--- src/rtl/cfgwin_pkg.sv ---
package cfgwin_pkg;

  localparam int NUM_REGS  = 28;
  localparam int IDX_W     = 7;
  localparam int DAT_W     = 8;
  localparam int FLAG_IDX  = 9;
  localparam int RSVD_LO   = 20;
  localparam int RSVD_HI   = 21;
  localparam int REQ_BIT   = 16;
  localparam int IDX_LSB   = 8;
  localparam int WR_CYCLES = 4;
  localparam int RD_LAT    = 6;

  function automatic logic [DAT_W-1:0] reg_default(input int i);
    case (i)
      0:  return 8'h0C;
      1:  return 8'hAA;
      2:  return 8'h78;
      5:  return 8'hFF;
      6:  return 8'h03;
      7:  return 8'h51;
      8:  return 8'h3F;
      11, 12, 13, 14, 15, 16: return 8'h04;
      17, 18: return 8'h0A;
      22: return 8'hC0;
      23: return 8'h34;
      24: return 8'h07;
      25: return 8'h44;
      26: return 8'h1F;
      default: return 8'h00;
    endcase
  endfunction

  function automatic logic has_storage(input int i);
    return (i >= 0) && (i < NUM_REGS) && (i != RSVD_LO) && (i != RSVD_HI);
  endfunction

endpackage

--- src/rtl/cfgwin_ctl.sv ---
module cfgwin_ctl #(
  parameter int IDX_W     = cfgwin_pkg::IDX_W,
  parameter int DAT_W     = cfgwin_pkg::DAT_W,
  parameter int REQ_BIT   = cfgwin_pkg::REQ_BIT,
  parameter int IDX_LSB   = cfgwin_pkg::IDX_LSB,
  parameter int WR_CYCLES = cfgwin_pkg::WR_CYCLES
) (
  input  logic             clk,
  input  logic             rst_n,
  input  logic             wr_en,
  input  logic [31:0]      wr_word,
  output logic             busy,
  output logic [IDX_W-1:0] idx,
  output logic [DAT_W-1:0] wdat,
  output logic             commit
);

  localparam int CNT_W = (WR_CYCLES > 1) ? $clog2(WR_CYCLES) : 1;
  localparam logic [CNT_W-1:0] LAST = CNT_W'(WR_CYCLES - 1);

  logic             busy_q, busy_d;
  logic [CNT_W-1:0] cnt_q, cnt_d;
  logic [IDX_W-1:0] idx_q, idx_d;
  logic [DAT_W-1:0] wdat_q, wdat_d;
  logic             accept;
  logic             upd_en;

  assign accept = wr_en && !busy_q;
  assign commit = busy_q && (cnt_q == LAST);
  assign upd_en = accept || busy_q;

  always_comb begin
    busy_d = busy_q;
    cnt_d  = cnt_q;
    idx_d  = idx_q;
    wdat_d = wdat_q;
    if (accept) begin
      idx_d  = wr_word[IDX_LSB +: IDX_W];
      wdat_d = wr_word[DAT_W-1:0];
      busy_d = wr_word[REQ_BIT];
      cnt_d  = '0;
    end else if (busy_q) begin
      if (commit) busy_d = 1'b0;
      else        cnt_d  = cnt_q + 1'b1;
    end
  end

  always_ff @(posedge clk or negedge rst_n) begin
    if (!rst_n) begin
      busy_q <= 1'b0;
      cnt_q  <= '0;
      idx_q  <= '0;
      wdat_q <= '0;
    end else if (upd_en) begin
      busy_q <= busy_d;
      cnt_q  <= cnt_d;
      idx_q  <= idx_d;
      wdat_q <= wdat_d;
    end
  end

  assign busy = busy_q;
  assign idx  = idx_q;
  assign wdat = wdat_q;

  // control writes during busy leave index and byte untouched
  assert_busy_drop_R4: assert property (@(posedge clk) disable iff (!rst_n)
    (busy_q && wr_en) |=> ($stable(idx_q) && $stable(wdat_q)));

  // busy only falls after the full write window
  assert_busy_len_R3: assert property (@(posedge clk) disable iff (!rst_n)
    $fell(busy_q) |-> ($past(cnt_q) == LAST));

endmodule

--- src/rtl/cfgwin_bank.sv ---
module cfgwin_bank #(
  parameter int NUM_REGS = cfgwin_pkg::NUM_REGS,
  parameter int IDX_W    = cfgwin_pkg::IDX_W,
  parameter int DAT_W    = cfgwin_pkg::DAT_W,
  parameter int FLAG_IDX = cfgwin_pkg::FLAG_IDX
) (
  input  logic             clk,
  input  logic             rst_n,
  input  logic             commit,
  input  logic [IDX_W-1:0] wr_idx,
  input  logic [DAT_W-1:0] wr_dat,
  input  logic [DAT_W-1:0] evt,
  input  logic [IDX_W-1:0] rd_idx,
  output logic [DAT_W-1:0] rd_val,
  output logic [DAT_W-1:0] flag_val
);

  logic [NUM_REGS-1:0][DAT_W-1:0] regq;
  logic                           wr_ok;

  for (genvar i = 0; i < NUM_REGS; i++) begin : g_reg
    if (cfgwin_pkg::has_storage(i)) begin : g_store
      logic [DAT_W-1:0] q, d;
      logic             hit, en;
      assign hit = commit && (wr_idx == IDX_W'(i));
      if (i == FLAG_IDX) begin : g_flag
        assign en = hit || (|evt);
        assign d  = (hit ? wr_dat : q) | evt;
      end else begin : g_plain
        assign en = hit;
        assign d  = wr_dat;
      end
      always_ff @(posedge clk or negedge rst_n) begin
        if (!rst_n)  q <= cfgwin_pkg::reg_default(i);
        else if (en) q <= d;
      end
      assign regq[i] = q;
    end else begin : g_none
      assign regq[i] = '0;
    end
  end

  always_comb begin
    rd_val = '0;
    for (int i = 0; i < NUM_REGS; i++)
      if (rd_idx == IDX_W'(i)) rd_val = regq[i];
  end

  always_comb begin
    wr_ok = 1'b0;
    for (int i = 0; i < NUM_REGS; i++)
      if ((wr_idx == IDX_W'(i)) && cfgwin_pkg::has_storage(i)) wr_ok = 1'b1;
  end

  assign flag_val = regq[FLAG_IDX];

  // every event bit is present in the flag register one edge later
  assert_flag_set_R8: assert property (@(posedge clk) disable iff (!rst_n)
    (|evt) |=> ((regq[FLAG_IDX] & $past(evt)) == $past(evt)));

  // a landing write to a storage-less index changes nothing
  assert_rsvd_ignore_R7: assert property (@(posedge clk) disable iff (!rst_n)
    (commit && !wr_ok && !(|evt)) |=> $stable(regq));

endmodule

--- src/rtl/cfgwin_rdpipe.sv ---
module cfgwin_rdpipe #(
  parameter int DEPTH = cfgwin_pkg::RD_LAT,
  parameter int W     = cfgwin_pkg::DAT_W
) (
  input  logic         clk,
  input  logic         rst_n,
  input  logic [W-1:0] din,
  output logic [W-1:0] dout
);

  logic [DEPTH-1:0][W-1:0] stg_q;

  for (genvar k = 0; k < DEPTH; k++) begin : g_stg
    logic [W-1:0] d;
    if (k == 0) begin : g_head
      assign d = din;
    end else begin : g_body
      assign d = stg_q[k-1];
    end
    always_ff @(posedge clk or negedge rst_n) begin
      if (!rst_n) stg_q[k] <= '0;
      else        stg_q[k] <= d;
    end
  end

  assign dout = stg_q[DEPTH-1];

endmodule

--- src/rtl/cfgwin_bridge.sv ---
module cfgwin_bridge #(
  parameter int NUM_REGS  = cfgwin_pkg::NUM_REGS,
  parameter int WR_CYCLES = cfgwin_pkg::WR_CYCLES,
  parameter int RD_LAT    = cfgwin_pkg::RD_LAT
) (
  input  logic        clk,
  input  logic        rst_n,
  input  logic        bus_valid,
  input  logic        bus_we,
  input  logic        bus_addr,
  input  logic [31:0] bus_wdata,
  output logic [31:0] bus_rdata,
  input  logic [7:0]  hw_event
);

  localparam int IDX_W = cfgwin_pkg::IDX_W;
  localparam int DAT_W = cfgwin_pkg::DAT_W;

  logic             ctl_wr;
  logic             busy, commit;
  logic [IDX_W-1:0] idx;
  logic [DAT_W-1:0] wdat, look_val, flag_val, pipe_val;
  logic [31:0]      ctl_word, dat_word;

  assign ctl_wr = bus_valid && bus_we && (bus_addr == 1'b0);

  cfgwin_ctl #(.WR_CYCLES(WR_CYCLES)) u_ctl (
    .clk(clk), .rst_n(rst_n), .wr_en(ctl_wr), .wr_word(bus_wdata),
    .busy(busy), .idx(idx), .wdat(wdat), .commit(commit)
  );

  cfgwin_bank #(.NUM_REGS(NUM_REGS)) u_bank (
    .clk(clk), .rst_n(rst_n), .commit(commit), .wr_idx(idx), .wr_dat(wdat),
    .evt(hw_event), .rd_idx(idx), .rd_val(look_val), .flag_val(flag_val)
  );

  cfgwin_rdpipe #(.DEPTH(RD_LAT), .W(DAT_W)) u_pipe (
    .clk(clk), .rst_n(rst_n), .din(look_val), .dout(pipe_val)
  );

  always_comb begin
    ctl_word = '0;
    ctl_word[cfgwin_pkg::REQ_BIT] = busy;
    ctl_word[cfgwin_pkg::IDX_LSB +: IDX_W] = idx;
    ctl_word[DAT_W-1:0] = wdat;
    dat_word = '0;
    dat_word[DAT_W] = |flag_val;
    dat_word[DAT_W-1:0] = pipe_val;
  end

  assign bus_rdata = bus_addr ? dat_word : ctl_word;

endmodule

--- config.mk ---
export PLATFORM = sky130hd
export DESIGN_NAME = cfgwin_bridge
export DESIGN_NICKNAME = d
export VERILOG_FILES = /design/src/rtl/cfgwin_pkg.sv /design/src/rtl/cfgwin_ctl.sv /design/src/rtl/cfgwin_bank.sv /design/src/rtl/cfgwin_rdpipe.sv /design/src/rtl/cfgwin_bridge.sv
export SDC_FILE = /design/constraint.sdc
export NUM_CORES = 1
export LEC_CHECK = 0
export BUFFER_PORTS_ARGS = -buffer_cell sky130_fd_sc_hd__buf_2
export CORE_MARGIN = 5
export CORE_UTILIZATION = 42
export CTS_BUF_LIST = sky130_fd_sc_hd__clkbuf_4 sky130_fd_sc_hd__clkbuf_8 sky130_fd_sc_hd__clkbuf_16
export DETAILED_ROUTE_END_ITERATION = 12
export HOLD_SLACK_MARGIN = 0.08
export SYNTH_ARGS = -nofsm -noshare
export SYNTH_HDL_FRONTEND = slang
export SYNTH_SLANG_ARGS = --single-unit
--- constraint.sdc ---
create_clock -name clk -period 4.2 [get_ports clk]
set_input_delay 0.84 -clock clk [delete_from_list [all_inputs] [get_ports clk]]
set_output_delay 0.84 -clock clk [all_outputs]
set_load 0.01 [all_outputs]
==> results.sh, run 1 <==
export IMPL_io_pins=77
export IMPL_drtAntennaViolNets=0
export IMPL_syn_inst=1045
export IMPL_wire_per_inst_um=23.7
export IMPL_layout_drive_gt1_share_pct=41.3
export IMPL_crit_required_ns=4.57
export IMPL_power_frac_comb_pct=30.2
export IMPL_grt_ovfl_total=0
export IMPL_outcome="finished clean"
export IMPL_slew_headroom_pct=23.6
export IMPL_slowest_delay_ns=0.88
export IMPL_antenna_found_initial=0
export IMPL_rsz0062_at_grt="false"
export IMPL_clock_latency_ns=0.55
export IMPL_n_antenna_cell=0
export IMPL_period_needed_ns=3.07
export IMPL_synth_flop_cell="dfrtp_1"
export IMPL_tns_ns=0
export IMPL_grtUsageTotal_pct=20.8
export IMPL_syn_area_per_cell_um2=12.2
export IMPL_p_leak_nw=6.51
export IMPL_ys_types=68
export IMPL_power_frac_seq_pct=39.0
export IMPL_r2r_slack_ns=1.13
export IMPL_p_int_mw=5.34
export IMPL_stdcell_count=1487
export IMPL_die_area_um2=34000
export IMPL_r2r_end="u_pipe.g_stg[1].d[6]"
export IMPL_dieWidth_um=184
export IMPL_slowest_stage="nor3_1"
export IMPL_dp_slack_ns=1.25
export IMPL_worst_pin_slew_ns=1.14
export IMPL_cts_max_level=1
export IMPL_core_um2=29800
export IMPL_initial_utilization_pct=42.8
export IMPL_synth_edf_count=0
export IMPL_io_buffer_count=44
export IMPL_grt_max_degree=100
export IMPL_dp_hpwl_mm=22.5
export IMPL_drc=0
export IMPL_clk_path_buf_depth=3
export IMPL_crit_path_end_kind="register"
export IMPL_cp_endpoint="u_pipe.g_stg[1].d[6]"
export IMPL_swShare_pct=36.8
export IMPL_peakVddDrop_mv=0.301
export IMPL_worst_path_max_fanout=48
export IMPL_p_per_area_nw_per_um2=587
export IMPL_crit_start="u_ctl.idx[1]"
export IMPL_ctsResizeCount=0
export IMPL_path_cells="buf_12 -> or2_2 -> nor3_1 -> o21ai_0 -> o2111ai_1 -> a31oi_1"
export IMPL_synth_seq_cells=274
export IMPL_crit_path_start_kind="register"
export IMPL_async_flop_share_pct=100
export IMPL_drt_iter0_drc=840
export IMPL_clock_sinks=274
export IMPL_post_route_period_util_pct=73.1
export IMPL_ff2ff_path_depth=6
export IMPL_ys_seq_area_share_pct=54.3
export IMPL_grt_pass1_vias=8937
export IMPL_syn_cell_area_um2=12800
export IMPL_dp_cells=1431
export IMPL_skew_ns=0.0135
export IMPL_switching_power_mw=3.10
export IMPL_arrival_ns=3.44
export IMPL_post_cts_setup_buffer_count=0
export IMPL_cts_tree="yes"
export IMPL_core_rowCount=63
export IMPL_routed_via_density=5.91
export IMPL_clkTransAtPathRegs_ns=0.06
export IMPL_yosys_warnings=0
export IMPL_grt_pass1_wl_mm=55.0
export IMPL_vias=8785
export IMPL_crit_type="register to register"
export IMPL_p_total_mw=8.44
export IMPL_die_h_um=184
export IMPL_min_path_type="input pin to async pin"
export IMPL_finalHoldViolations=0
export IMPL_grt_util_met1_pct=30.2
export IMPL_cts_inserted_buffers=30
export IMPL_fin_nets=1119
export IMPL_n_fill_cell=2676
export IMPL_cts_root_buf="clkbuf_16"
export IMPL_reg2reg_from="u_ctl.idx[1]"
export IMPL_layout_setup_ws_ns=1.13
export IMPL_globalplace_congestion=0.878
export IMPL_drt_pass1_iter_count=5
export IMPL_p_clk_share_pct=30.7
export IMPL_drt_total_wl_mm=35.3
export IMPL_hold_buffers=0
export IMPL_maxCapViolations=0
export IMPL_gr_usage_met2_pct=32.3
export IMPL_drv_slew=0
export IMPL_fmax_ghz=0.326
export IMPL_area_growth_synth_to_final_pct=12.6
export IMPL_top_usage_layer="met2"
export IMPL_use_met3_pct=3.53
export IMPL_setup_viol_count_final=0
[cell usage after synthesis (3+ instances only)]
cell,count,share of area (%)
o311ai_0,3,0.21
a211oi_1,3,0.18
a32o_1,4,0.31
dfstp_2,54,11
o22ai_1,12,0.59
mux4_2,4,0.71
a22oi_1,4,0.24
nand3_1,24,0.94
or3_1,7,0.34
nand2b_1,10,0.49
inv_1,8,0.24
buf_2,32,1.3
o221ai_1,5,0.34
a221oi_1,7,0.48
nor3_2,3,0.24
o31ai_1,4,0.24
o21a_1,5,0.29
and2_1,4,0.20
mux2_2,231,20
buf_4,18,1.1
a311oi_1,4,0.27
o21ai_0,32,1.3
dfrtp_1,220,43
clkbuf_1,40,1.2
a31oi_1,7,0.34
o211ai_1,7,0.41
nor4_1,7,0.34
nand2_1,53,1.6
nor2_1,48,1.4
nand3b_1,3,0.18
buf_1,6,0.18
a21oi_1,49,1.9
and3_1,5,0.25
a32oi_1,4,0.27
nor2_2,14,0.69
a211o_1,10,0.69
nor3_1,13,0.51
o32ai_1,3,0.21
mux2i_1,20,1.6
nor2b_1,21,1.0
[through the flow]
stage / hold slack (ns) / util (%) / instance area [um2]
6_report: 0.343 / 48.2 / 14400
5_1_grt: 0.357 / 48.2 / 14400
4_1_cts: 0.345 / 48.2 / 14400
3_5_place_dp: 0.335 / 44.9 / 13400
3_3_place_gp: 0.332 / 44.9 / 13400
2_1_floorplan: 0.331 / - / 12800
[layout by cell type, fill, tap and decap left out, types with 30 or more instances in the layout]
cell type	Yosys	routed
buf_2	32	43
a21oi_1	49	49
clkbuf_16	0	31
dfstp_2	54	54
nand2_1	53	53
nor2_1	48	48
dfrtp_1	220	218
mux2_2	231	231
o21ai_0	32	32
buf_4	18	30
[kinds of logic after synthesis]
logic type,synth area share (%)
compound gates,9.60
fa+ha+maj,0.0980
buf+inv,3.99
flops,54.3
mux,22.7
other cells,0.0294
simple gates,9.35
[worst min path at each step]
stage                     depth (start not counted)  slack, ns                            end
after detailed placement                          0       0.33           u_pipe.g_stg[3].d[3]
after CTS                                         0       0.34           u_pipe.g_stg[3].d[3]
after global placement                            0       0.33           u_pipe.g_stg[2].d[7]
after global routing                              0       0.36           u_pipe.g_stg[2].d[5]
after floorplan                                   0       0.33                 u_pipe.dout[0]
final                                             1       0.34  u_bank.g_reg[24].g_store.q[6]
[critical path, delay by kind of cell (launching register included)]
family,cells,cell delay [ns]
and+or+nand+nor,2,1.26
AOI/OAI and AO/OA,3,0.70
DFF,1,0.62
buffers and inverters,1,0.29
[power groups by stage]
stage	clock network, mW	logic (mW)	registers (mW)
finish	2.59	2.55	3.29
global route	2.75	2.72	3.34
CTS	2.65	2.53	3.29
detailed placement	0	2.52	3.34
global placement	0	2.51	3.32
floorplan	0	1.68	3.13
[final cells by class]
type	instances	area, um2	share of cell area, %
timing repair buffer	78	536	3.73
inverter	8	30.0	0.209
multi-input combinational	681	5390	37.5
clock inverter	11	63.8	0.444
sequential	274	6930	48.2
tap	390	488	3.40
clock buffer	45	931	6.48
[sequential cells by signal, summed over array words and instances, names as in the netlist]
register            cells
u_ctl.cnt_q             2
u_bank.g.g_store.q    200
u_ctl.wdat              8
u_ctl.busy              1
u_pipe.g_stg.d         40
u_bank.flag_val         8
u_ctl.idx               7
u_pipe.dout             8
[per-layer routing]
metal	part of all wire (%)	wire length, um
met1	44	15600
met2	46	16100
met3	7.5	2660
met4	2.6	923
met5	0	0
(Power assumes the default switching activity.)
==> run 2, diff against run 1 <==
==> constraint.sdc (replaced) <==
create_clock -name clk -period 2.9 [get_ports clk]
set_input_delay 0.58 -clock clk [delete_from_list [all_inputs] [get_ports clk]]
set_output_delay 0.58 -clock clk [all_outputs]
set_load 0.01 [all_outputs]
==> run 2 against run 1 <==
Compared with the run above:
- critical path depth is 1 higher
- core utilization is 1.4 points higher
- sequential cell count stayed put
- largest power group unchanged
- critical path type unchanged
- clock-buffer cell count is 6 lower
- clock power is 51% higher
- critical endpoint is now u_pipe.g_stg[1].d[5]
==> results.sh, run 2 (same netlist as run 1, synthesis figures left out) <==
export IMPL_globalplace_congestion=0.919
export IMPL_die_area_um2=34000
export IMPL_dieWidth_um=184
export IMPL_drt_total_wl_mm=36.5
export IMPL_whs_ns=0.220
export IMPL_dp_hpwl_mm=24.1
export IMPL_place_area_um2=13800
export IMPL_grt_pass1_wl_mm=56.0
export IMPL_fin_nets=1166
export IMPL_clk_path_buf_depth=3
export IMPL_ff2ff_path_depth=7
export IMPL_crit_path_end_kind="register"
export IMPL_worst_pin_slew_ns=0.756
export IMPL_power_frac_comb_pct=32.1
export IMPL_ctsResizeCount=0
export IMPL_slew_headroom_pct=48.3
export IMPL_cp_endpoint="u_pipe.g_stg[1].d[5]"
export IMPL_crit_required_ns=3.39
export IMPL_vias=8933
export IMPL_wire_per_inst_um=23.8
export IMPL_cts_max_level=1
export IMPL_arrival_ns=3.12
export IMPL_io_pins=77
export IMPL_min_path_type="input pin to register"
export IMPL_final_common_cell="mux2_2"
export IMPL_grtUsageTotal_pct=21.5
export IMPL_most_common_layout_cells="mux2_2, dfrtp_1, buf_4, dfstp_2, nand2_1"
export IMPL_rsz0062_at_grt="false"
export IMPL_die_h_um=184
export IMPL_area_growth_synth_to_final_pct=15.9
export IMPL_switching_power_mw=4.63
export IMPL_n_antenna_cell=0
export IMPL_period_needed_ns=2.63
export IMPL_layout_drive_gt1_share_pct=43.5
export IMPL_p_clk_share_pct=30.8
export IMPL_largest_register_ff_count=200
export IMPL_p_int_mw=8.10
export IMPL_skew_ns=0.0117
export IMPL_peakVddDrop_mv=0.499
export IMPL_p_per_area_nw_per_um2=860
export IMPL_core_um2=29800
export IMPL_power_frac_seq_pct=37.1
export IMPL_worst_path_max_fanout=14
export IMPL_outcome="finished clean"
export IMPL_r2r_slack_ns=0.27
export IMPL_layout_setup_ws_ns=0.267
export IMPL_r2r_end="u_pipe.g_stg[1].d[5]"
export IMPL_clock_sinks=274
export IMPL_crit_type="register to register"
export IMPL_reg2reg_from="u_ctl.idx[3]"
export IMPL_p_leak_nw=6.76
export IMPL_grt_max_degree=80
export IMPL_dp_slack_ns=0.374
export IMPL_clkTransAtPathRegs_ns=0.06
export IMPL_grt_ovfl_total=0
export IMPL_cts_inserted_buffers=29
export IMPL_grt_pass1_vias=8811
export IMPL_cts_root_buf="clkbuf_16"
export IMPL_post_cts_setup_buffer_count=0
export IMPL_swShare_pct=36.4
export IMPL_core_rowCount=63
export IMPL_setup_viol_count_final=0
export IMPL_tns_ns=0
export IMPL_fmax_ghz=0.380
export IMPL_final_cell_area_um2=14800
export IMPL_drt_iter0_drc=839
export IMPL_p_total_mw=12.7
export IMPL_finalHoldViolations=0
export IMPL_drc=0
export IMPL_drtAntennaViolNets=0
export IMPL_drt_pass1_iter_count=5
export IMPL_crit_start="u_ctl.idx[3]"
export IMPL_routed_via_density=5.83
export IMPL_clock_latency_ns=0.55
export IMPL_maxCapViolations=0
export IMPL_drv_slew=0
export IMPL_crit_path_start_kind="register"
export IMPL_cts_tree="yes"
export IMPL_post_route_period_util_pct=90.8
export IMPL_initial_utilization_pct=42.8
export IMPL_regMostFlops="u_bank.g.g_store.q"
export IMPL_antenna_found_initial=0
export IMPL_io_buffer_count=44
[run 2: how the worst min path moves through the flow]
stage | from | to | cells after the start
after detailed placement | u_pipe.g_stg[2].d[2] | u_pipe.g_stg[3].d[2] | 0
final | hw_event[7] | u_bank.flag_val[7] | 2
after global placement | u_pipe.g_stg[2].d[7] | u_pipe.g_stg[3].d[7] | 0
after floorplan | rst_n | u_bank.flag_val[0] | 0
after CTS | hw_event[7] | u_bank.flag_val[7] | 2
after global routing | hw_event[7] | u_bank.flag_val[7] | 2
[run 2: area by class of cell]
cell class                      instances  area [um2]
Fill cell                            2654       15000
Sequential cell                       274        6930
Multi-Input combinational cell        681        5390
Timing Repair Buffer                  126         948
Clock buffer                           39         832
Tap cell                              390         488
Clock inverter                         14         178
Inverter                                8        30.0
[run 2: worst max-delay path: stages, from the launching register on]
cell and delay, ns:
dfrtp_1 0.58, nor4_1 0.48, o21ai_0 0.15, a311oi_1 0.51, a221oi_1 0.15, buf_4 0.18
nor4_1 0.36, a221o_1 0.16
[run 2: power by group through the flow]
stage | logic (mW) | clock network (mW) | registers [mW]
after global routing | 4.32 | 4.16 | 4.76
after detailed placement | 4.03 | 0 | 4.77
after CTS | 4.05 | 3.98 | 4.71
after global placement | 4.02 | 0 | 4.75
after floorplan | 2.43 | 0 | 4.54
final | 4.09 | 3.92 | 4.72
[run 2: metrics by stage]
| stage | std cells | util (%) |
|---|---|---|
| 2_1_floorplan | 1060 | - |
| 3_3_place_gp | 1478 | 46.2 |
| 3_5_place_dp | 1478 | 46.2 |
| 4_1_cts | 1532 | 49.6 |
| 5_1_grt | 1532 | 49.6 |
| 6_report | 1532 | 49.6 |
[run 2: routing by layer]
metal  part of all wire [%]  vias to the layer above  GRT usage, %
met5                      0                        -             0
met1                     44                     4600          30.9
li1                       -                     3904             -
met3                    6.4                       70          2.96
met2                     45                      359          33.5
met4                    3.7                        0          7.57
[run 2: repair_timing]
item,4_1_cts,5_1_grt
endpoints found under the hold margin,53,0
hold buffers,1,0
setup endpoints to repair,0,0
==> run 3, diff against run 2 <==
--- a/config.mk
+++ b/config.mk
@@ -11,6 +11,7 @@
 export CTS_BUF_LIST = sky130_fd_sc_hd__clkbuf_4 sky130_fd_sc_hd__clkbuf_8 sky130_fd_sc_hd__clkbuf_16
 export DETAILED_ROUTE_END_ITERATION = 12
 export HOLD_SLACK_MARGIN = 0.08
+export REMOVE_ABC_BUFFERS = 1
 export SYNTH_ARGS = -nofsm -noshare
 export SYNTH_HDL_FRONTEND = slang
 export SYNTH_SLANG_ARGS = --single-unit
==> run 3 against run 2 <==
Compared with the run above:
- die area did not move
- critical endpoint is now u_pipe.g_stg[1].d[0]
- sequential power hardly changed
- critical path depth is the same
- first-iteration DRC count is 6.0% lower
- design area grew 0.43%
- wire length increased by 3.7%
- largest power group unchanged
- global-route usage up 0.85 points
- total power down 0.60%
- worst hold slack improved by 0.012 ns
==> results.sh, run 3 (same netlist as run 1, synthesis figures left out) <==
export IMPL_area_growth_synth_to_final_pct=16.4
export IMPL_drt_iter0_drc=789
export IMPL_peakVddDrop_mv=0.514
export IMPL_crit_path_start_kind="register"
export IMPL_vias=8963
export IMPL_whs_ns=0.232
export IMPL_slowest_delay_ns=0.70
export IMPL_drc=0
export IMPL_die_area_um2=34000
export IMPL_core_um2=29800
export IMPL_most_common_layout_cells="mux2_2, dfrtp_1, buf_4, dfstp_2, nand2_1"
export IMPL_clock_latency_ns=0.53
export IMPL_crit_required_ns=3.32
export IMPL_n_antenna_cell=0
export IMPL_core_rowCount=63
export IMPL_io_buffer_count=44
export IMPL_globalplace_congestion=0.901
export IMPL_worst_path_max_fanout=18
export IMPL_crit_start="u_ctl.idx[1]"
export IMPL_maxCapViolations=0
export IMPL_clkTransAtPathRegs_ns=0.06
export IMPL_largest_register_ff_count=200
export IMPL_cts_inserted_buffers=29
export IMPL_outcome="finished clean"
export IMPL_period_needed_ns=2.61
export IMPL_drtAntennaViolNets=0
export IMPL_rsz0062_at_grt="false"
export IMPL_crit_path_end_kind="register"
export IMPL_drt_pass1_iter_count=5
export IMPL_crit_type="register to register"
export IMPL_post_cts_setup_buffer_count=0
export IMPL_min_from="hw_event[6]"
export IMPL_setup_viol_count_final=0
export IMPL_clk_path_buf_depth=3
export IMPL_fmax_ghz=0.383
export IMPL_routed_via_density=5.80
export IMPL_antenna_found_initial=0
export IMPL_cts_tree="yes"
export IMPL_regMostFlops="u_bank.g.g_store.q"
export IMPL_path_cells="mux2_2 -> a221oi_1 -> o31ai_1 -> buf_4 -> o31ai_1 -> buf_4 -> a21oi_1"
export IMPL_layout_drive_gt1_share_pct=44.2
export IMPL_min_path_type="input pin to register"
export IMPL_drt_total_wl_mm=37.8
export IMPL_skew_ns=0.00757
export IMPL_clock_sinks=274
export IMPL_r2r_slack_ns=0.29
export IMPL_grt_pass1_wl_mm=58.4
export IMPL_worst_pin_slew_ns=0.676
export IMPL_post_route_period_util_pct=90.1
export IMPL_p_leak_nw=6.81
export IMPL_grt_max_degree=78
export IMPL_cts_root_buf="clkbuf_16"
export IMPL_die_h_um=184
export IMPL_wire_per_inst_um=24.5
export IMPL_io_pins=77
export IMPL_slew_headroom_pct=54.3
export IMPL_grt_ovfl_total=0
export IMPL_p_per_area_nw_per_um2=851
export IMPL_fin_util_pct=49.9
export IMPL_arrival_ns=3.03
export IMPL_initial_utilization_pct=42.8
export IMPL_final_common_cell="mux2_2"
export IMPL_dp_hpwl_mm=25.4
export IMPL_dieWidth_um=184
export IMPL_cts_max_level=1
export IMPL_fin_nets=1179
export IMPL_reg2reg_from="u_ctl.idx[1]"
export IMPL_slowest_stage="dfrtp_2"
export IMPL_grt_pass1_vias=9238
export IMPL_grtUsageTotal_pct=22.3
export IMPL_drv_slew=0
export IMPL_finalHoldViolations=0
## run 3: cell count changes in the layout (fill, tap and decap cells not counted)
cell,previous run,this run
buf_12,8,9
buf_4,73,85
bufinv_16,4,1
clkbuf_4,5,8
clkbuf_8,5,8
clkinv_2,7,6
clkinvlp_4,3,1
## run 3: layout make-up
cell class | instances | area, um2
clock buffer | 45 | 896
clock inverter | 8 | 67.6
fill | 2700 | 14900
inverter | 8 | 30.0
multi-input combinational | 681 | 5390
sequential | 274 | 6930
tap | 390 | 488
timing repair buffer | 139 | 1060
## run 3: per-stage QoR
step	power (mW)	std cells	area, um2	setup TNS [ns]	setup WS, ns
global placement	8.88	1491	13900	0	0.247
detailed placement	8.94	1491	13900	0	0.275
global route	13.2	1545	14900	0	0.206
CTS	12.7	1545	14900	0	0.261
floorplan	6.69	963	12300	-68.18	-1.02
finish	12.6	1545	14900	0	0.286
## run 3: per-layer routing
layer  up-vias  share of wire [%]  global-route usage [%]
met2       356                 45                    34.7
met5         -                  0                       0
li1       3932                  -                       -
met4         0                3.4                    7.42
met1      4603                 44                    32.3
met3        72                6.7                    3.32
## run 3: power by group
group,switching (mW),total (mW),leakage [nW],internal [mW]
clock,1.50,3.70,0.489,2.20
sequential,0.397,4.74,3.53,4.35
combinational,2.75,4.21,2.80,1.45
total,4.65,12.6,6.81,8.00
## run 3: what timing repair did
item                                   in CTS  in global routing
endpoints found under the hold margin      33                  0
hold buffers                                1                  0
gates resized for setup                     0                  0
## run 3: final timing paths
check                                               endpoint  cells after the start
worst max register to register          u_pipe.g_stg[1].d[0]                      7
worst min register to register          u_pipe.g_stg[4].d[0]                      0
worst min-delay path                      u_bank.flag_val[6]                      2
max in group asynchronous       u_bank.g_reg[8].g_store.q[1]                      3
worst max-delay path                    u_pipe.g_stg[1].d[0]                      7
min in group asynchronous       u_bank.g_reg[1].g_store.q[2]                      2
## run 3: critical path, delay by kind of cell, from the launching register on
kind	cells	cell delay, ns
compound gates	4	1.04
buf+inv	2	0.35
flops	1	0.70
mux	1	0.41
